**config.mk**
```make
export PLATFORM = sky130hd
export DESIGN_NAME = cap_reload_timer
export DESIGN_NICKNAME = d
export VERILOG_FILES = /design/src/rtl/timer_pkg.sv /design/src/rtl/tmr_prescaler.sv /design/src/rtl/tmr_pin_sampler.sv /design/src/rtl/cap_reload_timer.sv
export SDC_FILE = /design/constraint.sdc
export NUM_CORES = 1
export LEC_CHECK = 0
export BUFFER_PORTS_ARGS = -buffer_cell sky130_fd_sc_hd__clkbuf_2
export CELL_PAD_IN_SITES_DETAIL_PLACEMENT = 1
export CELL_PAD_IN_SITES_GLOBAL_PLACEMENT = 1
export CORE_ASPECT_RATIO = 0.7
export CORE_MARGIN = 4
export CORE_UTILIZATION = 41
export DETAILED_ROUTE_END_ITERATION = 7
export PLACE_DENSITY_LB_ADDON = 0.1
export SYNTH_ARGS = -nofsm -noshare
export SYNTH_HDL_FRONTEND = slang
export SYNTH_SLANG_ARGS = --single-unit
```
**constraint.sdc**
```tcl
create_clock -name clk -period 2.3 [get_ports clk]
set_input_delay 0.115 -clock clk [delete_from_list [all_inputs] [get_ports clk]]
set_output_delay 0.115 -clock clk [all_outputs]
set_load 0.02 [all_outputs]
```
**src/rtl/timer_pkg.sv**
```systemverilog
package timer_pkg;
    localparam int CNT_W  = 16;
    localparam int BYTE_W = 8;

    localparam logic [2:0] A_CNT_LO = 3'd0;
    localparam logic [2:0] A_CNT_HI = 3'd1;
    localparam logic [2:0] A_CRL_LO = 3'd2;
    localparam logic [2:0] A_CRL_HI = 3'd3;
    localparam logic [2:0] A_CTRL   = 3'd4;
    localparam logic [2:0] A_MODE   = 3'd5;

    typedef struct packed {
        logic ovf;
        logic ext;
        logic rx_baud;
        logic tx_baud;
        logic cap_sel;
        logic strb_en;
        logic cnt_sel;
        logic run;
    } ctrl_t;

    typedef struct packed {
        logic fast;
        logic clr_cap;
        logic updown;
    } mode_t;

    typedef struct packed {
        logic [CNT_W-1:0] cnt;
        logic [CNT_W-1:0] crl;
        ctrl_t            ctrl;
        mode_t            mode;
        logic             baud;
    } tmr_state_t;
endpackage

```
**src/rtl/tmr_prescaler.sv**
```systemverilog
module tmr_prescaler #(
    parameter int FAST_DIV = 4,
    parameter int SLOW_DIV = 12
) (
    input  logic clk,
    input  logic rst,
    input  logic run,
    input  logic fast,
    output logic tick
);
    localparam int PW = (SLOW_DIV > 1) ? $clog2(SLOW_DIV) : 1;

    logic [PW-1:0] div_d, div_q;
    logic [PW-1:0] limit;

    always_comb begin
        limit = fast ? PW'(FAST_DIV - 1) : PW'(SLOW_DIV - 1);
        tick  = run && (div_q == limit);
        if (!run || tick) begin
            div_d = '0;
        end else begin
            div_d = div_q + 1'b1;
        end
    end

    always_ff @(posedge clk) begin
        if (rst) begin
            div_q <= '0;
        end else begin
            div_q <= div_d;
        end
    end

    p_tick_spacing_r3: assert property (@(posedge clk) disable iff (rst)
        tick |=> !tick);
endmodule

```
**src/rtl/tmr_pin_sampler.sv**
```systemverilog
module tmr_pin_sampler #(
    parameter int SYNC = 2
) (
    input  logic clk,
    input  logic rst,
    input  logic pin,
    output logic level,
    output logic fall
);
    localparam int LEN = SYNC + 2;

    logic [LEN-1:0] sh_d, sh_q;

    always_comb begin
        sh_d  = {sh_q[LEN-2:0], pin};
        level = sh_q[SYNC-1];
        fall  = sh_q[SYNC+1] & ~sh_q[SYNC] & ~sh_q[SYNC-1];
    end

    always_ff @(posedge clk) begin
        if (rst) begin
            sh_q <= '0;
        end else begin
            sh_q <= sh_d;
        end
    end

    p_fall_single_r4: assert property (@(posedge clk) disable iff (rst)
        fall |=> !fall);
endmodule

```
**src/rtl/cap_reload_timer.sv**
```systemverilog
module cap_reload_timer
    import timer_pkg::*;
#(
    parameter int FAST_DIV    = 4,
    parameter int SLOW_DIV    = 12,
    parameter int SYNC_STAGES = 2
) (
    input  logic       clk,
    input  logic       rst,
    input  logic [2:0] reg_addr,
    input  logic       reg_wr,
    input  logic [7:0] reg_wdata,
    output logic [7:0] reg_rdata,
    input  logic       cnt_pin,
    input  logic       strb_pin,
    output logic       ovf_flag,
    output logic       ext_flag,
    output logic       baud_tick
);
    localparam logic [CNT_W-1:0] CNT_MAX = '1;
    localparam int NPIN = 2;

    tmr_state_t s_d, s_q;

    logic [NPIN-1:0] pin_in, pin_lvl, pin_fall;
    logic pre_tick, tick, baud_mode, at_max, strb_hit;
    logic set_ovf, set_ext, cap_load, cnt_wr;

    assign pin_in = {strb_pin, cnt_pin};

    for (genvar g = 0; g < NPIN; g++) begin : g_pin
        tmr_pin_sampler #(.SYNC(SYNC_STAGES)) i_samp (
            .clk  (clk),
            .rst  (rst),
            .pin  (pin_in[g]),
            .level(pin_lvl[g]),
            .fall (pin_fall[g])
        );
    end

    tmr_prescaler #(.FAST_DIV(FAST_DIV), .SLOW_DIV(SLOW_DIV)) i_pre (
        .clk (clk),
        .rst (rst),
        .run (s_q.ctrl.run),
        .fast(s_q.mode.fast),
        .tick(pre_tick)
    );

    always_comb begin
        s_d       = s_q;
        s_d.baud  = 1'b0;
        set_ovf   = 1'b0;
        set_ext   = 1'b0;
        cap_load  = 1'b0;
        tick      = s_q.ctrl.run & (s_q.ctrl.cnt_sel ? pin_fall[0] : pre_tick);
        baud_mode = s_q.ctrl.tx_baud | s_q.ctrl.rx_baud;
        at_max    = (s_q.cnt == CNT_MAX);
        strb_hit  = pin_fall[1] & s_q.ctrl.strb_en;
        cnt_wr    = reg_wr && (reg_addr == A_CNT_LO || reg_addr == A_CNT_HI);

        if (baud_mode) begin
            if (tick) begin
                if (at_max) begin
                    s_d.cnt  = s_q.crl;
                    s_d.baud = 1'b1;
                end else begin
                    s_d.cnt = s_q.cnt + 1'b1;
                end
            end
        end else if (s_q.ctrl.cap_sel) begin
            if (tick) begin
                s_d.cnt = s_q.cnt + 1'b1;
                set_ovf = at_max;
            end
            if (strb_hit) begin
                s_d.crl  = s_q.cnt;
                cap_load = 1'b1;
                set_ext  = 1'b1;
                if (s_q.mode.clr_cap) begin
                    s_d.cnt = '0;
                end
            end
        end else if (s_q.mode.updown) begin
            if (tick) begin
                if (pin_lvl[1]) begin
                    if (at_max) begin
                        s_d.cnt = s_q.crl;
                        set_ovf = 1'b1;
                    end else begin
                        s_d.cnt = s_q.cnt + 1'b1;
                    end
                end else if (s_q.cnt == s_q.crl) begin
                    s_d.cnt = CNT_MAX;
                    set_ovf = 1'b1;
                end else begin
                    s_d.cnt = s_q.cnt - 1'b1;
                end
            end
        end else begin
            if (tick) begin
                if (at_max) begin
                    s_d.cnt = s_q.crl;
                    set_ovf = 1'b1;
                end else begin
                    s_d.cnt = s_q.cnt + 1'b1;
                end
            end
            if (strb_hit) begin
                s_d.cnt = s_q.crl;
                set_ext = 1'b1;
            end
        end

        if (reg_wr) begin
            case (reg_addr)
                A_CNT_LO: s_d.cnt = {s_q.cnt[CNT_W-1:BYTE_W], reg_wdata};
                A_CNT_HI: s_d.cnt = {reg_wdata, s_q.cnt[BYTE_W-1:0]};
                A_CRL_LO: if (!cap_load) s_d.crl = {s_q.crl[CNT_W-1:BYTE_W], reg_wdata};
                A_CRL_HI: if (!cap_load) s_d.crl = {reg_wdata, s_q.crl[BYTE_W-1:0]};
                A_CTRL:   s_d.ctrl = ctrl_t'(reg_wdata);
                A_MODE:   s_d.mode = mode_t'(reg_wdata[2:0]);
                default:  ;
            endcase
        end
        s_d.ctrl.ovf = s_d.ctrl.ovf | set_ovf;
        s_d.ctrl.ext = s_d.ctrl.ext | set_ext;
    end

    always_ff @(posedge clk) begin
        if (rst) begin
            s_q <= '0;
        end else begin
            s_q <= s_d;
        end
    end

    always_comb begin
        case (reg_addr)
            A_CNT_LO: reg_rdata = s_q.cnt[BYTE_W-1:0];
            A_CNT_HI: reg_rdata = s_q.cnt[CNT_W-1:BYTE_W];
            A_CRL_LO: reg_rdata = s_q.crl[BYTE_W-1:0];
            A_CRL_HI: reg_rdata = s_q.crl[CNT_W-1:BYTE_W];
            A_CTRL:   reg_rdata = s_q.ctrl;
            A_MODE:   reg_rdata = {5'b0, s_q.mode};
            default:  reg_rdata = '0;
        endcase
    end

    assign ovf_flag  = s_q.ctrl.ovf;
    assign ext_flag  = s_q.ctrl.ext;
    assign baud_tick = s_q.baud;

    p_hold_when_stopped_r3: assert property (@(posedge clk) disable iff (rst)
        (!s_q.ctrl.run && !cnt_wr && !(strb_hit && !baud_mode && !s_q.mode.updown)
         && !(strb_hit && s_q.ctrl.cap_sel)) |=> $stable(s_q.cnt));

    p_step_up_r3: assert property (@(posedge clk) disable iff (rst)
        (s_q.ctrl.run && !s_q.ctrl.cnt_sel && s_q.ctrl.cap_sel && !baud_mode
         && pre_tick && !at_max && !strb_hit && !cnt_wr)
        |=> (s_q.cnt == $past(s_q.cnt) + 16'd1));

    p_ext_needs_enable_r5: assert property (@(posedge clk) disable iff (rst)
        (!s_q.ctrl.strb_en && !s_q.ctrl.ext && !(reg_wr && reg_addr == A_CTRL))
        |=> !s_q.ctrl.ext);

    p_reload_on_wrap_r7: assert property (@(posedge clk) disable iff (rst)
        (tick && at_max && !baud_mode && !s_q.ctrl.cap_sel && !s_q.mode.updown
         && !strb_hit && !cnt_wr) |=> (s_q.cnt == $past(s_q.crl) && s_q.ctrl.ovf));

    p_baud_no_ovf_r10: assert property (@(posedge clk) disable iff (rst)
        (baud_mode && !s_q.ctrl.ovf && !(reg_wr && reg_addr == A_CTRL)) |=> !s_q.ctrl.ovf);

    p_baud_pulse_r10: assert property (@(posedge clk) disable iff (rst)
        baud_tick |=> !baud_tick);
endmodule

```
# Word-level counts from Yosys, hierarchy flattened
# Index checks and enable logic that the tools add are counted.
# word_totals
ramBits	0
mem_count	0
latchBits	0
out_inout_bits	11
input_bits	16
elab_cells	95
regBits	56
romBits	0
# classes
shift	0
mul	0
eq_ne	12
magnitude_cmp	0
muxes	39
n_div	0
n_addsub	3
reduce_logical	8
bitwise_logic	14
# op_table
op	count
16-bit two-way mux	15
16-bit one-hot mux with 2 select lines	2
8-bit one-hot mux with 6 select lines	1
43-bit two-way mux	1
32-bit two-way mux	1
16-bit by 1-bit adder with 16-bit output, second input constant	1
16-bit equality test	1
16-bit equality test, second input constant	1
1-bit two-way mux	16
16-bit by 1-bit subtractor with 16-bit output, second input constant	1
8-bit two-way mux	1
1-bit bitwise AND	6
3-bit by 2-bit equality test with 1-bit output, second input constant	2
3-bit equality test, second input constant	2
3-bit != test, second input constant	2
1-bit NOT	5
4-bit by 1-bit adder with 4-bit output, second input constant	1
4-bit equality test	1
4-bit two-way mux	1
2-bit != test, second input constant	2
2-bit AND reduction	2
2-bit OR reduction	2
3-bit by 1-bit equality test with 1-bit output, second input constant	1
3-bit zero test	1
5 further kinds	7

# Longest topological paths before layout
# logic_depth
word_depth	14
ltp_mapped	11
ltp_nobuf	9

# Hierarchy
# Synthesis repeated with hierarchy kept, for this count alone.
# unflattened
hier_cells	723
area_unflattened_um2	5288.8
# modules_own_cells
mod	area_each_um2	cells_per_inst	n_inst	seq_area_each_um2
cap_reload_timer	4873.4	687	1	880.8
tmr_pin_sampler	120.1	9	2	80.1
tmr_prescaler	175.2	18	1	80.1

# Worst setup path before layout
# Ideal clock, no wire load.
# synth_path
kind	reg-to-reg
start	reg s_q[28] (netlist bit)
end	reg s_q[40] (netlist bit)
path_stages_with_launch	12
path_buffers	2
path_slack_ps	-199
t_required_ps	2214
arrival_time_ps	2413
setup_ps	86
period_less_slack_ps	2499
cell_sequence	dfxtp_1 > clkbuf_1 > clkbuf_1 > inv_1 > ha_1 > or4b_1 > nor4_2 > or3_1 > o21ba_2 > o211ai_1 > nand4_1 > a211oi_1
# synth_between
elab_chain_cells	9
elab_cells_between_ends	18
cone_classes	add/sub: 2; eq/ne: 2; mux: 14
# synth_lines
item	line_no	rtl
start, declared	cap_reload_timer.sv:23	tmr_state_t s_d, s_q;
start signal, assigned	cap_reload_timer.sv:131	s_q <= '0;
start signal, assigned	cap_reload_timer.sv:133	s_q <= s_d;
16-bit by 1-bit adder with 16-bit output, or another cell as far along	-	
16-bit two-way mux, on equally long branches	-	
16-bit two-way mux, on equally long branches	cap_reload_timer.sv:62, cap_reload_timer.sv:100, cap_reload_timer.sv:85	
16-bit two-way mux, on equally long branches	cap_reload_timer.sv:108, cap_reload_timer.sv:84	
16-bit two-way mux	cap_reload_timer.sv:83	end else if (s_q.mode.updown) begin
16-bit two-way mux	cap_reload_timer.sv:70	end else if (s_q.ctrl.cap_sel) begin
16-bit two-way mux *	cap_reload_timer.sv:61	if (baud_mode) begin
16-bit one-hot mux with 2 select lines	cap_reload_timer.sv:115	case (reg_addr)
43-bit two-way mux *	cap_reload_timer.sv:114	if (reg_wr) begin
# Mark *: on every way between the ends. The rest lies on a longest branch, timed or not.
# A chain may end at the register's enable or synchronous reset.

# Worst setup path in the final report
# layout_path
start	reg s_q[41] (netlist bit)
end	reg s_q[29] (netlist bit)
# layout_between
elab_chain_cells	9
elab_cells_between_ends	13
cone_classes	eq/ne: 2; mux: 11
# layout_lines
item	line_no
16-bit equality test, on equally long branches	cap_reload_timer.sv:57, cap_reload_timer.sv:92
16-bit two-way mux, on equally long branches	-
16-bit two-way mux, on equally long branches	cap_reload_timer.sv:62, cap_reload_timer.sv:100, cap_reload_timer.sv:85
16-bit two-way mux, on equally long branches	cap_reload_timer.sv:108, cap_reload_timer.sv:84
16-bit two-way mux	cap_reload_timer.sv:83
16-bit two-way mux	cap_reload_timer.sv:70
16-bit two-way mux *	cap_reload_timer.sv:61
16-bit one-hot mux with 2 select lines	cap_reload_timer.sv:115
43-bit two-way mux *	cap_reload_timer.sv:114
# Marked as above.

==> flow_summary_export.csv <==
group,metric,value,unit
status,outcome,"complete, but fails checks",
status,violations,"negative setup slack",
floorplan,rows,34,
critical_path,crit_type,"reg2reg",
global_route,grt_use_total,40.2,%
sta,worst_hold_slack,0.0332,ns
global_route,antenna_found_initial,0,
layout,multiInputGateArea,0.00409,mm2
placement,dpl_cell_area,0.00659,mm2
pwr,seqPwrFrac,31.8,%
yosys,synth-seq-area-share,21.4,%
worst_hold_path,hold_start,"cnt_pin",
floorplan,initial_core_util,42.0,%
sta,fmax,0.407,GHz
critical_path,path_buf_inv,1,
pwr,p_leak,0.00288,uW
sta,finalMaxSlewViolations,0,
pwr,cellPowerDensity,464,mW/mm2
critical_path,worstReg2RegStart,"s_q[41]",
floorplan,io_pins,27,
sta,finalHoldViolCount,0,
layout,nets,898,
pwr,p_clk_share,31.0,%
critical_path,critPathMaxStageDelay,0.62,ns
layout,design_area,0.00721,mm2
critical_path,crit_fanout,6,
placement,io_buffers,26,
yosys,ys_seq_elements,56,
critical_path,critical_path_required,2.48,ns
pwr,swShare,35.5,%
drt,wl_per_cell,29.1,um
sta,fin_worst_skew,0.0137,ns
sta,worstMarginPinSlew,0.651,ns
sta,timing.final.ws_setup,-0.159,ns
clocking,cts_made_buffers,5,
clocking,cts_tree,"built",
yosys,synth-edff-count,0,
drt,first_pass_iters,6,
sta,rsz0062_at_grt,"yes",
critical_path,path_depth,8,
drt,ant_nets,0,
placement,place_congestion,1.07,
yosys,synth_ff_type,"dfxtp_1",
placement,hpwl,22100,um
clocking,holdBufCountCts,0,
layout,area_growth,37.7,%
critical_path,cp-startpoint,"s_q[41]",
clocking,clk_pin_slew_worst_paths,0.09,ns
sta,slew_headroom,56.6,%
drt,drtIter0Drc,964,
global_route,gr-total-overflow,0,
floorplan,placeableCoreArea,0.0125,mm2
critical_path,crit_path_frequent_cell,"nand2_1",
clocking,h-tree-depth,2,
floorplan,die_height,103,um
pwr,p_int,2160,uW
drt,vias_per_cell,7.01,
yosys,async_flop_share,0,%
critical_path,timing.critical_path.max_delay_family,"simple AND/OR/NAND/NOR gates",
yosys,synth_cell_type_count,69,
yosys,synthesis.nets,769,
placement,pre_cts_slack,-0.329,ns
run,cap_violations,0,
yosys,syn_area,0.00524,mm2
critical_path,crit_slowest_cell,"or4_4",
layout,regArea,0.00115,mm2
drt,drt_wl_total,30300,um
clocking,cts_buffer_depth,2,
global_route,grt_pass1_vias,6976,
critical_path,reg2reg_depth,8,
worst_hold_path,worstHoldPathType,"in2reg",
pwr,max-vdd-ir-drop,362,uV
clocking,insertion_delay,0.31,ns
yosys,synth_warnings,0,
sta,fin_crit,2.46,ns
critical_path,cp.arrival,2.64,ns
pwr,combPwrFrac,37.2,%
yosys,synth_cells,750,
pwr,p_switching,1190,uW
sta,setup_viol,12,
drt,drcViolationCount,0,
floorplan,die_w,143,um
layout,n_fill_cell,1577,
critical_path,startpoint_type,"flop",
critical_path,worst_setup_path_end_kind,"flop",
global_route,grt_max_degree,27,
critical_path,path_cells,"nand4_1, or4_4, mux2_4, mux2i_4, buf_4, nand2_1, nand2_1, a211oi_2",
drt,vias,7293,
worst_hold_path,hold-path-cell-count,2,
clocking,cts_root_buffer,"clkbuf_16",
global_route,grt_pass1_wl,43800,um
clocking,cts.sinks,56,
yosys,syn_avg_cell_area,6.98,um2
sta,min_period_over_period,107,%
layout,insertedDiodeCount,0,
layout,drive_gt1_share,32.1,%
floorplan,die_area,0.0147,mm2
-- final cells by class --
class / count / share of cell area [%]
well taps: 162 / 2.81
inverters: 13 / 0.711
repair buffers: 200 / 21.3
flip-flops and latches: 56 / 15.9
clock buffers: 5 / 1.74
multi-input cells: 603 / 56.7
clock inverters: 2 / 0.833
-- per-layer routing --
layer  wire length (um)  vias up  track usage (%)
met5                  0        -                0
met4               1480        0             16.7
met3               3690      140             11.6
met2              12600      553             59.3
met1              12500     3563             55.2
li1                   -     3037                -
-- power groups by stage --
stage / sequential [uW] / combinational (uW) / clock, uW
after floorplan: 1050 / 588 / 0
after global placement: 1070 / 1000 / 0
after detailed placement: 1080 / 1030 / 0
after CTS: 1050 / 1110 / 1030
after global routing: 1060 / 1300 / 1070
final: 1060 / 1250 / 1040
-- placed cells by master (no fill, tap or decap), types with 10 or more instances in the layout --
| master | count |
|---|---|
| nand2_1 | 69 |
| nor2b_1 | 13 |
| a22oi_1 | 17 |
| o22ai_1 | 19 |
| a21oi_1 | 61 |
| nor2_1 | 78 |
| xor2_1 | 20 |
| nor3_1 | 10 |
| o21ai_0 | 29 |
| inv_1 | 11 |
| a31oi_1 | 16 |
| clkbuf_2 | 26 |
| nand3_1 | 31 |
| a211oi_1 | 21 |
| buf_6 | 10 |
| buf_4 | 159 |
| nand4_1 | 14 |
| mux2i_1 | 26 |
| xnor2_1 | 17 |
| dfxtp_1 | 45 |
-- kinds of logic (layout without fill, tap and decap cells) --
group,Yosys count,in the layout,share of synthesized area (%)
multiplexers,34,34,6.88
flip-flops,56,56,21.4
XOR/XNOR,42,42,7.03
buffers and inverters,91,220,6.67
adder cells (fa/ha/maj),3,3,0.717
AO/OA/AOI/OAI,242,242,30.5
AND/OR/NAND/NOR,282,282,26.8
-- registers in the layout (all words and copies together), names as in the netlist --
register	flops
s_q	41
ext_flag	1
ovf_flag	1
g_pin.i_samp.sh_q	8
baud_tick	1
i_pre.div_q	4
-- cell usage after synthesis, drive strengths merged (3+ instances only) --
cell / count / area share [%]
dfxtp: 56 / 21
nand4: 14 / 1.7
ha: 3 / 0.72
o2111ai: 6 / 1.0
o31ai: 3 / 0.43
a22oi: 17 / 2.4
mux2: 6 / 1.3
a221oi: 5 / 0.84
buf: 17 / 1.4
a21o: 3 / 0.43
nand3b: 4 / 0.57
a21oi: 64 / 6.1
clkbuf: 61 / 4.4
nand2: 70 / 5.0
a211oi: 24 / 3.4
a311oi: 7 / 1.2
and4: 5 / 0.84
and3: 8 / 0.96
o211ai: 8 / 1.1
nor3: 15 / 1.6
and2: 4 / 0.48
o21a: 5 / 0.72
nor4: 15 / 2.0
nor2: 80 / 5.7
a21boi: 3 / 0.43
o221ai: 4 / 0.67
or4: 4 / 0.72
o22ai: 19 / 2.3
or2: 4 / 0.48
a2111oi: 4 / 0.67
nor2b: 14 / 1.7
nand3: 34 / 3.2
a31oi: 17 / 2.0
a41oi: 4 / 0.81
inv: 13 / 0.93
mux2i: 27 / 5.2
xnor2: 17 / 2.8
o21ai: 34 / 3.2
xor2: 25 / 4.2
-- metrics by stage --
step	TNS [ns]	power (uW)	std cells	utilization, %
after CTS	-0.304	3200	1036	56.0
after global routing	-1.46	3430	1041	57.8
after global placement	-1.06	2080	1020	52.8
after detailed placement	-3.15	2110	1020	52.8
final	-0.846	3350	1041	57.8
after floorplan	-0.0473	1640	750	-
-- worst register-to-register path: stages (launching register included) --
cell	delay, ns
dfxtp_1	0.55
nand4_1	0.20
or4_4	0.62
mux2_4	0.36
mux2i_4	0.18
buf_4	0.15
nand2_1	0.06
nand2_1	0.12
a211oi_2	0.09
-- final timing paths --
path | endpoint | slack (ns)
worst max-delay path | s_q[29] | -0.16
worst min-delay path | g_pin[0].i_samp.sh_q[0] | 0.03
worst max register to register | s_q[29] | -0.16
worst min register to register | i_pre.div_q[0] | 0.45
-- repair_timing --
| item | CTS | global route |
|---|---|---|
| setup buffers | 9 | 6 |
| gates cloned | 0 | 0 |
| endpoints found under the setup margin | 17 | 15 |
| gates resized for setup | 39 | 41 |
| pin swaps | 17 | 24 |
Note: power is estimated with default switching activity, not from simulation.
